<file path="src/rtl/rcv_pkg.sv">
package rcv_pkg;

  localparam logic [15:0] CRC_SEED = 16'hFFFF;
  localparam logic [15:0] CRC_POLY = 16'h1021;

  typedef enum logic [2:0] {
    ST_IDLE,
    ST_SEND,
    ST_NOTIFY,
    ST_REPAIR,
    ST_CHECK
  } rcv_state_e;

  // One byte into the CRC register, most significant bit first.
  function automatic logic [15:0] crc16_byte(input logic [15:0] c_in, input logic [7:0] d);
    logic [15:0] c;
    logic        fb;
    c = c_in;
    for (int b = 7; b >= 0; b--) begin
      fb = c[15] ^ d[b];
      c  = {c[14:0], 1'b0};
      if (fb) c = c ^ CRC_POLY;
    end
    return c;
  endfunction

endpackage

</file>
<file path="src/rtl/rcv_frame_capture.sv">
module rcv_frame_capture
  import rcv_pkg::*;
#(
  parameter int MAXLEN = 16,
  localparam int LW = $clog2(MAXLEN + 1),
  localparam int AW = $clog2(MAXLEN)
) (
  input  logic          clk,
  input  logic          rst_n,
  input  logic          in_valid,
  input  logic [7:0]    in_data,
  input  logic          in_last,
  input  logic          release_i,
  input  logic [AW-1:0] rd_addr,
  output logic          full,
  output logic [LW-1:0] len,
  output logic [15:0]   crc,
  output logic [7:0]    rd_data
);

  logic [7:0] mem [MAXLEN];
  logic       accept;
  logic       store;

  assign accept  = in_valid && !full;
  assign store   = accept && (int'(len) < MAXLEN);
  assign rd_data = mem[rd_addr];

  always_ff @(posedge clk) begin
    if (store) mem[len[AW-1:0]] <= in_data;
  end

  always_ff @(posedge clk) begin
    if (!rst_n) begin
      full <= 1'b0;
      len  <= '0;
      crc  <= CRC_SEED;
    end else if (release_i) begin
      full <= 1'b0;
      len  <= '0;
      crc  <= CRC_SEED;
    end else if (accept) begin
      if (store) begin
        len <= len + LW'(1);
        crc <= crc16_byte(crc, in_data);
      end
      if (in_last) full <= 1'b1;
    end
  end

  AST_HOLD_WHILE_FULL: assert property (@(posedge clk) disable iff (!rst_n)
    (full && !release_i) |=> ($stable(crc) && $stable(len) && full));

endmodule

</file>
<file path="src/rtl/rcv_recovery_ctrl.sv">
module rcv_recovery_ctrl
  import rcv_pkg::*;
#(
  parameter int NPORT       = 4,
  parameter int MAXLEN      = 16,
  parameter int TIMEOUT_CYC = 125,
  parameter int CNT_W       = 8,
  localparam int PW = $clog2(NPORT),
  localparam int LW = $clog2(MAXLEN + 1),
  localparam int AW = $clog2(MAXLEN),
  localparam int TW = $clog2(TIMEOUT_CYC + MAXLEN + 4)
) (
  input  logic                 clk,
  input  logic                 rst_n,
  input  logic [NPORT-1:0]     ready,
  input  logic [16*NPORT-1:0]  loc_crc,
  input  logic [16*NPORT-1:0]  mir_crc,
  input  logic [LW*NPORT-1:0]  loc_len,
  input  logic [LW*NPORT-1:0]  mir_len,
  input  logic [8*NPORT-1:0]   loc_rd,
  input  logic [8*NPORT-1:0]   mir_rd,
  output logic [AW-1:0]        rd_addr,
  output logic [NPORT-1:0]     release_o,
  output logic [NPORT-1:0]     tx_valid,
  output logic [8*NPORT-1:0]   tx_data,
  output logic [NPORT-1:0]     tx_last,
  output logic                 err_notify,
  output logic [NPORT-1:0]     err_mask,
  output logic                 fix_done,
  output logic [CNT_W-1:0]     unrec_count,
  output logic                 timeout_err
);

  rcv_state_e        state;
  logic [PW-1:0]     sel;
  logic [PW-1:0]     pick;
  logic              any_ready;
  logic [LW-1:0]     idx;
  logic              src_mir;
  logic [15:0]       rcrc;
  logic [TW-1:0]     tcnt;

  // Named internal events, used by the FSM and by the assertions.
  logic [15:0]       pk_loc_crc, pk_mir_crc;
  logic              pk_fault;
  logic [15:0]       cur_loc_crc, cur_mir_crc;
  logic [LW-1:0]     cur_loc_len, cur_mir_len, src_len;
  logic [7:0]        cur_loc_byte, cur_mir_byte, rep_byte, out_byte;
  logic              send_last, rep_last, drop_now, in_fault, in_repair;
  logic [NPORT-1:0]  sel_hot;

  // Lowest-numbered ready lane wins.
  always_comb begin
    pick      = '0;
    any_ready = 1'b0;
    for (int k = NPORT - 1; k >= 0; k--) begin
      if (ready[k]) begin
        pick      = PW'(k);
        any_ready = 1'b1;
      end
    end
  end

  always_comb begin
    sel_hot      = '0;
    sel_hot[sel] = 1'b1;
  end

  assign pk_loc_crc   = loc_crc[pick*16 +: 16];
  assign pk_mir_crc   = mir_crc[pick*16 +: 16];
  assign pk_fault     = (pk_loc_crc != pk_mir_crc) || (pk_loc_crc != 16'h0000);

  assign cur_loc_crc  = loc_crc[sel*16 +: 16];
  assign cur_mir_crc  = mir_crc[sel*16 +: 16];
  assign cur_loc_len  = loc_len[sel*LW +: LW];
  assign cur_mir_len  = mir_len[sel*LW +: LW];
  assign cur_loc_byte = loc_rd[sel*8 +: 8];
  assign cur_mir_byte = mir_rd[sel*8 +: 8];

  assign src_len   = src_mir ? cur_mir_len : cur_loc_len;
  assign rep_byte  = src_mir ? cur_mir_byte : cur_loc_byte;
  assign out_byte  = (state == ST_SEND) ? cur_loc_byte : rep_byte;
  assign in_fault  = (state == ST_NOTIFY);
  assign in_repair = (state == ST_REPAIR) || (state == ST_CHECK);
  assign send_last = (state == ST_SEND) && (idx == cur_loc_len - LW'(1));
  assign rep_last  = (state == ST_REPAIR) && (idx == src_len - LW'(1));
  assign drop_now  = in_fault && (cur_loc_crc != 16'h0000) && (cur_mir_crc != 16'h0000);

  assign rd_addr    = idx[AW-1:0];
  assign err_notify = in_fault;
  assign err_mask   = in_fault ? sel_hot : '0;
  assign fix_done   = (state == ST_CHECK) && (rcrc == 16'h0000);
  assign release_o  = (send_last || drop_now || state == ST_CHECK) ? sel_hot : '0;

  always_comb begin
    tx_valid = '0;
    tx_last  = '0;
    tx_data  = '0;
    if (state == ST_SEND || state == ST_REPAIR) begin
      tx_valid             = sel_hot;
      tx_last              = (send_last || rep_last) ? sel_hot : '0;
      tx_data[sel*8 +: 8]  = out_byte;
    end
  end

  always_ff @(posedge clk) begin
    if (!rst_n) begin
      state       <= ST_IDLE;
      sel         <= '0;
      idx         <= '0;
      src_mir     <= 1'b0;
      rcrc        <= CRC_SEED;
      tcnt        <= '0;
      unrec_count <= '0;
      timeout_err <= 1'b0;
    end else begin
      unique case (state)
        ST_IDLE: begin
          if (any_ready) begin
            sel   <= pick;
            idx   <= '0;
            tcnt  <= '0;
            rcrc  <= CRC_SEED;
            state <= pk_fault ? ST_NOTIFY : ST_SEND;
          end
        end
        ST_SEND: begin
          if (send_last) state <= ST_IDLE;
          else           idx   <= idx + LW'(1);
        end
        ST_NOTIFY: begin
          tcnt <= tcnt + TW'(1);
          if (drop_now) begin
            if (unrec_count != '1) unrec_count <= unrec_count + CNT_W'(1);
            state <= ST_IDLE;
          end else begin
            src_mir <= (cur_loc_crc != 16'h0000);
            state   <= ST_REPAIR;
          end
        end
        ST_REPAIR: begin
          tcnt <= tcnt + TW'(1);
          rcrc <= crc16_byte(rcrc, rep_byte);
          if (rep_last) state <= ST_CHECK;
          else          idx   <= idx + LW'(1);
        end
        ST_CHECK: begin
          if (rcrc != 16'h0000 && unrec_count != '1) unrec_count <= unrec_count + CNT_W'(1);
          if (int'(tcnt) + 1 > TIMEOUT_CYC) timeout_err <= 1'b1;
          state <= ST_IDLE;
        end
        default: state <= ST_IDLE;
      endcase
    end
  end

  AST_ONE_TX_LANE: assert property (@(posedge clk) disable iff (!rst_n)
    $onehot0(tx_valid));

  AST_NOTIFY_ONEHOT: assert property (@(posedge clk) disable iff (!rst_n)
    err_notify |-> ($onehot(err_mask) && tx_valid == '0));

  AST_NOTIFY_SINGLE: assert property (@(posedge clk) disable iff (!rst_n)
    err_notify |=> !err_notify);

  AST_REPAIR_AFTER_NOTIFY: assert property (@(posedge clk) disable iff (!rst_n)
    (state == ST_REPAIR && $past(state) != ST_REPAIR) |-> $past(err_notify));

  AST_SEND_ONLY_CLEAN: assert property (@(posedge clk) disable iff (!rst_n)
    (state == ST_SEND) |-> (cur_loc_crc == cur_mir_crc && cur_loc_crc == 16'h0000));

  AST_CHECK_AFTER_LAST: assert property (@(posedge clk) disable iff (!rst_n)
    (state == ST_CHECK) |-> ($past(tx_last) != '0));

  AST_DROP_COUNTS: assert property (@(posedge clk) disable iff (!rst_n)
    (drop_now && unrec_count != '1) |=> (unrec_count == $past(unrec_count) + CNT_W'(1)));

  AST_TIMEOUT_STICKY: assert property (@(posedge clk) disable iff (!rst_n)
    timeout_err |=> timeout_err);

  AST_RESET_IDLE: assert property (@(posedge clk)
    !rst_n |=> (tx_valid == '0 && !err_notify && unrec_count == '0 && !timeout_err));

endmodule

</file>
<file path="src/rtl/mport_crc_recovery.sv">
module mport_crc_recovery
  import rcv_pkg::*;
#(
  parameter int NPORT       = 4,
  parameter int MAXLEN      = 16,
  parameter int TIMEOUT_CYC = 125,
  parameter int CNT_W       = 8
) (
  input  logic                clk,
  input  logic                rst_n,
  input  logic [NPORT-1:0]    rx_valid,
  input  logic [8*NPORT-1:0]  rx_data,
  input  logic [NPORT-1:0]    rx_last,
  input  logic [NPORT-1:0]    mir_valid,
  input  logic [8*NPORT-1:0]  mir_data,
  input  logic [NPORT-1:0]    mir_last,
  output logic [NPORT-1:0]    tx_valid,
  output logic [8*NPORT-1:0]  tx_data,
  output logic [NPORT-1:0]    tx_last,
  output logic                err_notify,
  output logic [NPORT-1:0]    err_mask,
  output logic                fix_done,
  output logic [CNT_W-1:0]    unrec_count,
  output logic                timeout_err
);

  localparam int LW = $clog2(MAXLEN + 1);
  localparam int AW = $clog2(MAXLEN);

  logic [NPORT-1:0]    loc_full, mir_full, lane_release;
  logic [16*NPORT-1:0] loc_crc, mir_crc;
  logic [LW*NPORT-1:0] loc_len, mir_len;
  logic [8*NPORT-1:0]  loc_rd, mir_rd;
  logic [AW-1:0]       rd_addr;

  for (genvar k = 0; k < NPORT; k++) begin : g_lane
    rcv_frame_capture #(.MAXLEN(MAXLEN)) u_loc (
      .clk       (clk),
      .rst_n     (rst_n),
      .in_valid  (rx_valid[k]),
      .in_data   (rx_data[k*8 +: 8]),
      .in_last   (rx_last[k]),
      .release_i (lane_release[k]),
      .rd_addr   (rd_addr),
      .full      (loc_full[k]),
      .len       (loc_len[k*LW +: LW]),
      .crc       (loc_crc[k*16 +: 16]),
      .rd_data   (loc_rd[k*8 +: 8])
    );
    rcv_frame_capture #(.MAXLEN(MAXLEN)) u_mir (
      .clk       (clk),
      .rst_n     (rst_n),
      .in_valid  (mir_valid[k]),
      .in_data   (mir_data[k*8 +: 8]),
      .in_last   (mir_last[k]),
      .release_i (lane_release[k]),
      .rd_addr   (rd_addr),
      .full      (mir_full[k]),
      .len       (mir_len[k*LW +: LW]),
      .crc       (mir_crc[k*16 +: 16]),
      .rd_data   (mir_rd[k*8 +: 8])
    );
  end

  rcv_recovery_ctrl #(
    .NPORT       (NPORT),
    .MAXLEN      (MAXLEN),
    .TIMEOUT_CYC (TIMEOUT_CYC),
    .CNT_W       (CNT_W)
  ) u_ctrl (
    .clk         (clk),
    .rst_n       (rst_n),
    .ready       (loc_full & mir_full),
    .loc_crc     (loc_crc),
    .mir_crc     (mir_crc),
    .loc_len     (loc_len),
    .mir_len     (mir_len),
    .loc_rd      (loc_rd),
    .mir_rd      (mir_rd),
    .rd_addr     (rd_addr),
    .release_o   (lane_release),
    .tx_valid    (tx_valid),
    .tx_data     (tx_data),
    .tx_last     (tx_last),
    .err_notify  (err_notify),
    .err_mask    (err_mask),
    .fix_done    (fix_done),
    .unrec_count (unrec_count),
    .timeout_err (timeout_err)
  );

endmodule

</file>
<file path="config.mk">
export PLATFORM = sky130hd
export DESIGN_NAME = mport_crc_recovery
export DESIGN_NICKNAME = d
export VERILOG_FILES = /design/src/rtl/rcv_pkg.sv /design/src/rtl/rcv_frame_capture.sv /design/src/rtl/rcv_recovery_ctrl.sv /design/src/rtl/mport_crc_recovery.sv
export SDC_FILE = /design/constraint.sdc
export NUM_CORES = 2
export LEC_CHECK = 0
export CAP_MARGIN = 20
export CORE_ASPECT_RATIO = 0.75
export CORE_UTILIZATION = 39
export CTS_BUF_LIST = sky130_fd_sc_hd__clkbuf_4 sky130_fd_sc_hd__clkbuf_8 sky130_fd_sc_hd__clkbuf_16
export DETAILED_ROUTE_END_ITERATION = 10
export SYNTH_ARGS = -nofsm -noshare
export SYNTH_HDL_FRONTEND = slang
export SYNTH_SLANG_ARGS = --single-unit
</file>
<file path="constraint.sdc">
create_clock -name clk -period 2.9 [get_ports clk]
set_input_delay 0.29 -clock clk [delete_from_list [all_inputs] [get_ports clk]]
set_output_delay 0.29 -clock clk [all_outputs]
set_load 0.02 [all_outputs]
</file>
* Yosys cells after proc, flatten, opt, wreduce, memory -nomap -nowiden
Memories as Yosys holds them, arrays and structs flattened. A register that Yosys moved wholly into a read port is not among the register bits.
Index checks and enable logic that the tools add are counted.
** Storage, ports and cells
- Logic and storage cells :: 695
- Latch bits :: 0
- Memories kept :: 8
- Bits of input ports :: 82
- Bits in writable memories :: 1024
- Output and inout port bits :: 55
- Flip-flop bits (word level) :: 220
- Memory bits (read-only) :: 0
** Cells by class
- Multipliers :: 1
- Add/sub/neg operators :: 15
- Magnitude comparators :: 11
- Multiplexer cells :: 379
- Shift-type cells :: 10
- Reduce and logical (&&, ||, !) cells :: 75
- Bitwise logic cells :: 148
- Divide/modulo/power cells :: 0
- Equal/unequal tests :: 16
** Memories
- g_lane[0].u_loc.mem :: words 16, width 8, read ports 1, clocked after memory_dff 1, write ports 1, line rcv_frame_capture.sv:21 : logic [7:0] mem [MAXLEN];
- g_lane[0].u_mir.mem :: words 16, width 8, read ports 1, clocked after memory_dff 1, write ports 1, line rcv_frame_capture.sv:21
- g_lane[1].u_loc.mem :: words 16, width 8, read ports 1, clocked after memory_dff 1, write ports 1, line rcv_frame_capture.sv:21
- g_lane[1].u_mir.mem :: words 16, width 8, read ports 1, clocked after memory_dff 1, write ports 1, line rcv_frame_capture.sv:21
- g_lane[2].u_loc.mem :: words 16, width 8, read ports 1, clocked after memory_dff 1, write ports 1, line rcv_frame_capture.sv:21
- g_lane[2].u_mir.mem :: words 16, width 8, read ports 1, clocked after memory_dff 1, write ports 1, line rcv_frame_capture.sv:21
- +2 memories
** Operators by type and width (count)
- two-way mux 16 bit :: 239
- two-way mux 13 bit :: 72
- indexed part select 64 x 7 -> 16 bit :: 4
- inverter 3 bit :: 72
- two-way mux 4 bit :: 21
- XOR 1 bit :: 72
- nonzero test 16 bit :: 4
- indexed part select 32 x 6 -> 8 bit :: 2
- two-way mux 8 bit :: 6
- adder 5 x 1 -> 5 bit, second input constant :: 9
- AND reduction 2 bit :: 21
- less-than comparator 5 bit, second input constant :: 8
- indexed part select 20 x 6 -> 5 bit :: 2
- negator 5 -> 34 bit :: 1
- variable shift 8 x 34 -> 32 bit, first input constant :: 1
- indexed part select 8 x 34 -> 32 bit :: 1
- bitwise AND 32 bit :: 1
- greater-than comparator 32 x 8 -> 1 bit, second input constant :: 1
- two-way mux 32 bit :: 1
- case mux 16 bit (2 select lines) :: 1
- case mux 8 bit (2 select lines) :: 2
- logical AND 1 bit :: 23
- two-way mux 1 bit :: 21
- two-way mux 5 bit :: 4
- 30 further kinds :: 66

* Depth between registers and ports, before layout
- Word-level depth :: 48
- Gate-level depth with buffers :: 14
- Gate-level depth less buffers :: 12

* By module
From an unflattened synthesis, not the netlist that was laid out.
** Second synthesis, totals
- Cell total of the unflattened synthesis :: 3242
- Area total of the unflattened synthesis :: 53976.8 sq um
** By module, submodules not included
- rcv_frame_capture (g_lane[0].u_loc ...) :: instances 6, area each 6182.2 sq um, seq. area each 4284.1 sq um, cells an instance 336
- rcv_frame_capture (g_lane[1].u_mir ...) :: instances 2, area each 6183.4 sq um, seq. area each 4284.1 sq um, cells an instance 336
- rcv_recovery_ctrl :: instances 1, area each 4491.8 sq um, seq. area each 880.8 sq um, cells an instance 550
- mport_crc_recovery :: instances 1, area each 25.0 sq um, seq. area each 0.0 sq um, cells an instance 4

* Worst setup path before layout
OpenSTA, ideal clock, no wires.
- Kind :: reg-to-output
- Start :: reg u_ctrl.sel[1]
- End :: out tx_last[0]
- Required time :: 2.610 ns
- Cell stages (with the launch flop) :: 11
- Setup slack :: -0.180 ns
- Path buffers :: 1
- Arrival time :: 2.790 ns
- Path through :: dfxtp_1 > buf_6 > mux4_2 > mux2_4 > or4_4 > a211oi_1 > a31oi_2 > nor2_2 > nand2_1 > nand2_1 > and2_1
** On the way
- Word-level cells in the longest chain between the ends :: 9
- Elaborated cells between the ends (all ways) :: 18
- Those cells by class :: 2 x add/sub; 1 x mul; 2 x order compare; 2 x eq/ne; 2 x shift; 5 x mux; 4 x reduce/logical
** Ends and longest elaborated chain
- from (decl) :: line rcv_recovery_ctrl.sv:35 : logic [PW-1:0] sel;
- from (signal assigned) :: line rcv_recovery_ctrl.sv:120 : sel <= pick;
- multiplier 2 x 3 -> 5 bit :: line rcv_recovery_ctrl.sv:75, rcv_recovery_ctrl.sv:76
- indexed part select 20 x 6 -> 5 bit, on equally long branches :: line rcv_recovery_ctrl.sv:75, rcv_recovery_ctrl.sv:76
- two-way mux 5 bit :: line rcv_recovery_ctrl.sv:80 : assign src_len = src_mir ? cur_mir_len : cur_loc_len;
- subtractor 5 x 1 -> 5 bit :: line rcv_recovery_ctrl.sv:86 : assign rep_last = (state == ST_REPAIR) && (idx == src_len - LW'(1));
- == test 5 bit :: line rcv_recovery_ctrl.sv:86
- logical AND 1 bit :: line rcv_recovery_ctrl.sv:86
- logical OR 1 bit :: line rcv_recovery_ctrl.sv:101 : tx_last = (send_last || rep_last) ? sel_hot : '0;
- two-way mux 4 bit * :: line rcv_recovery_ctrl.sv:101
- two-way mux 4 bit * :: line rcv_recovery_ctrl.sv:99 : if (state == ST_SEND || state == ST_REPAIR) begin
- to (decl) :: line mport_crc_recovery.sv:19 : output logic [NPORT-1:0] tx_last,
Mark *: on every way between the ends. The rest lies on a longest branch, timed or not.

==> reports/metrics.cfg <==
[floorplanning]
core_area_sq_mm=0.1340
die_area_sq_mm=0.1371
fp.dieW_um=427.3
start_util_pct=39.49
die_h_um=321.0
row_count=116
ios=137

[logic_synthesis]
synth.distinct_cells=83
synth_edf_count=1024
synth.yosys.seq_area_share_pct=66.60
synthesis.nets=3556
ys_ff_latch=1248
syn_inst=3428
synth-main-ff-cell=edfxtp_1
netlist_area_sq_mm=0.05290
yosys_warnings=0
async_flop_share_pct=0
avgSynthCellArea_sq_um=15.43

[detailed_routing]
drtAntennaViolNets=0
routed_wl_mm=175.0
drt_iter0_drc=4529
via_per_inst=5.648
vias=34939
wl_per_cell_um=28.29
drt_pass1_iterations=5
drc_errors=0

[power]
peakVddDrop_v=0.0005595
powerDensity_mw_per_mm2=608.4
total_power_w=0.04153
p_leak_nw=23.50

[critical_path]
crit_type=flip-flop to output port
critPathArrivalTime_ps=3530
crit_fanout=5
endpoint_kind=output port
worstRegToRegCells=17
crit_required_ps=2610
start_kind=flip-flop

[global_routing]
grtUsageTotal_pct=24.84
grt_pass1_wl_mm=242.1
grt_util_met1_pct=36.68
use_met3_pct=6.766
grt.met2_usage_pct=35.54
grt.busiest_layer=met1
antenna_found_initial=0
overflow=0
grt_pass1_vias=32831
grt_max_degree=33

[sta]
layout_setup_ws_ps=-921.9
setup_viol=246
grt_setup_unrepaired=yes
skew_ps=25.15
timing.final.hold_violations=0
post-route-period-util_pct=131.8
whs_ps=168.0
final_max_slew_viol_count=0
tightest_slew_ps=1042
max_clock_freq_ghz=0.2617
post-route-min-period_ps=3822
slew_headroom_pct=30.34

[placement]
place_hpwl_mm=126.6
portBuffers=136
gp_congestion=1.001

[final_layout]
final_cell_mix=edfxtp_1 (1,024), buf_4 (661), nand2_1 (306)
layout_commonest_cell=edfxtp_1
layout-drive-gt1-share_pct=34.60
n_fill_cell=11083
area_growth_pct=29.02
nets=4441
fin_util_pct=50.95

[outcome]
status=complete, but fails checks
violations=setup timing

[clock_tree]
clk_latency_ps=760
cts_tree=built
cts-buffers-inserted=118
cts-root-buf=clkbuf_16
clockBufferDepth=3
cts.clk_slew.worst_paths_ps=60
cts.htree.levels=3
clock-sinks=1248

[run]
cap_violations=0

[min_path]
hold_depth=3
hp-class=primary input to flip-flop

-- cells in the mapped netlist (6+ instances only) --
master,number,area [sq um]
or4_1,6,45.04
o22ai_1,29,181.4
or3_1,11,68.82
buf_1,12,45.04
mux2_2,6,67.56
and3_1,7,43.79
a22oi_1,35,262.8
or2_2,6,37.54
nand3_1,67,335.3
o211ai_1,115,863.3
a221oi_1,22,192.7
and2_1,26,162.7
nor2b_1,14,87.58
buf_2,24,120.1
a31oi_1,20,125.1
a21oi_1,50,250.2
nor2_1,260,975.9
nand2b_1,25,156.4
a211oi_1,14,105.1
a32oi_1,12,105.1
nor3_1,64,320.3
clkbuf_1,88,330.3
o21ai_0,51,255.2
nor4_1,30,187.7
mux4_2,241,5428
inv_1,31,116.4
mux2i_1,101,1011
nand3b_1,9,67.56
xnor2_1,155,1358
buf_4,28,210.2
xor2_1,102,893.4
edfxtp_1,1024,30750
dfxtp_1,224,4484
nand2_1,323,1212
nand4_1,33,206.5
buf_6,23,259.0
ha_1,46,575.6
-- logic make-up after synthesis --
logic type | Yosys count | share of synthesized area [%]
adder cells (fa/ha/maj) | 46 | 1.088
flip-flops | 1248 | 66.60
buffers and inverters | 213 | 2.197
multiplexers | 353 | 12.50
AO/OA/AOI/OAI | 403 | 5.388
AND/OR/NAND/NOR | 901 | 7.715
XOR/XNOR | 264 | 4.506
-- what timing repair did --
item	CTS	global route
pin swaps	47	107
gates cloned	5	13
hold buffers	0	0
endpoints found under the setup margin	254	255
gates resized for setup	359	249
setup buffers	76	57
-- through the flow --
step           cell area, sq um  instances  setup WS, ps  setup TNS, ps
6_report                  68250       6186        -921.9         -78650
5_1_grt                   68250       6183        -995.2        -106260
4_1_cts                   66520       6122        -957.6         -56780
3_5_place_dp              61240       5837        -985.0         -98620
3_3_place_gp              61240       5836         -1207         -83400
2_1_floorplan             52930       3428        -5.977         -29.67
-- power breakdown --
part	total, W	internal (W)	leakage (nW)	switching, W
Clock	0.0156	0.00869	1.89	0.00694
Sequential	0.0203	0.0198	11.1	0.000424
Combinational	0.00564	0.00260	10.5	0.00304
Total	0.0415	0.0311	23.5	0.0104
-- worst max-delay path, cell delays in order, from the launching register on --
cell	delay [ps]
dfxtp_4	440
buf_12	170
buf_16	140
buf_12	120
mux4_2	570
o21ai_4	180
nand4_1	260
nand2b_1	230
o211ai_1	200
buf_4	220
a31oi_1	70
buf_2	160
-- state kept, by name (all words and copies together) (netlist names), named ones only --
name                count
g_lane.u_mir.len       20
g_lane.u_loc.len       20
g_lane.u_mir.mem      512
u_ctrl.unrec_count      8
u_ctrl.tcnt             8
u_ctrl.idx              5
g_lane.u_mir.crc       64
u_ctrl.rcrc            16
u_ctrl.sel              2
g_lane.u_loc.full       4
g_lane.u_loc.mem      512
u_ctrl.timeout_err      1
g_lane.u_loc.crc       64
g_lane.u_mir.full       4
u_ctrl.state            3
u_ctrl.src_mir          1
-- metal layers --
metal | share of wire, % | vias to the layer above
met4 | 2.8 | 2
li1 | - | 15066
met3 | 12 | 228
met2 | 43 | 1829
met5 | 0.13 | -
met1 | 43 | 17814
-- final cells by class --
type	count	area, sq um	area share [%]
inverters	34	130.1	0.1907
clock inverters	82	749.5	1.098
multi-input cells	1967	17830	26.12
clock buffers	138	3122	4.574
flip-flops and latches	1248	35260	51.67
diodes	3	7.507	0.01100
well taps	1770	2215	3.245
repair buffers	944	8937	13.09
-- path summary, 6_finish.rpt --
kind / endpoint / start / slack, ps
worst max-delay path: tx_data[17] / flip-flop / -920
worst min-delay path: g_lane[0].u_loc.full$_SDFFE_PP0P_ / rx_last[0] / 170
worst max register to register: u_ctrl.rcrc[6]$_SDFFE_PN1P_ / flip-flop / -870
worst min register to register: u_ctrl.timeout_err$_SDFFE_PN0P_ / u_ctrl.timeout_err$_SDFFE_PN0P_ / 480
(Power assumes the default switching activity.)
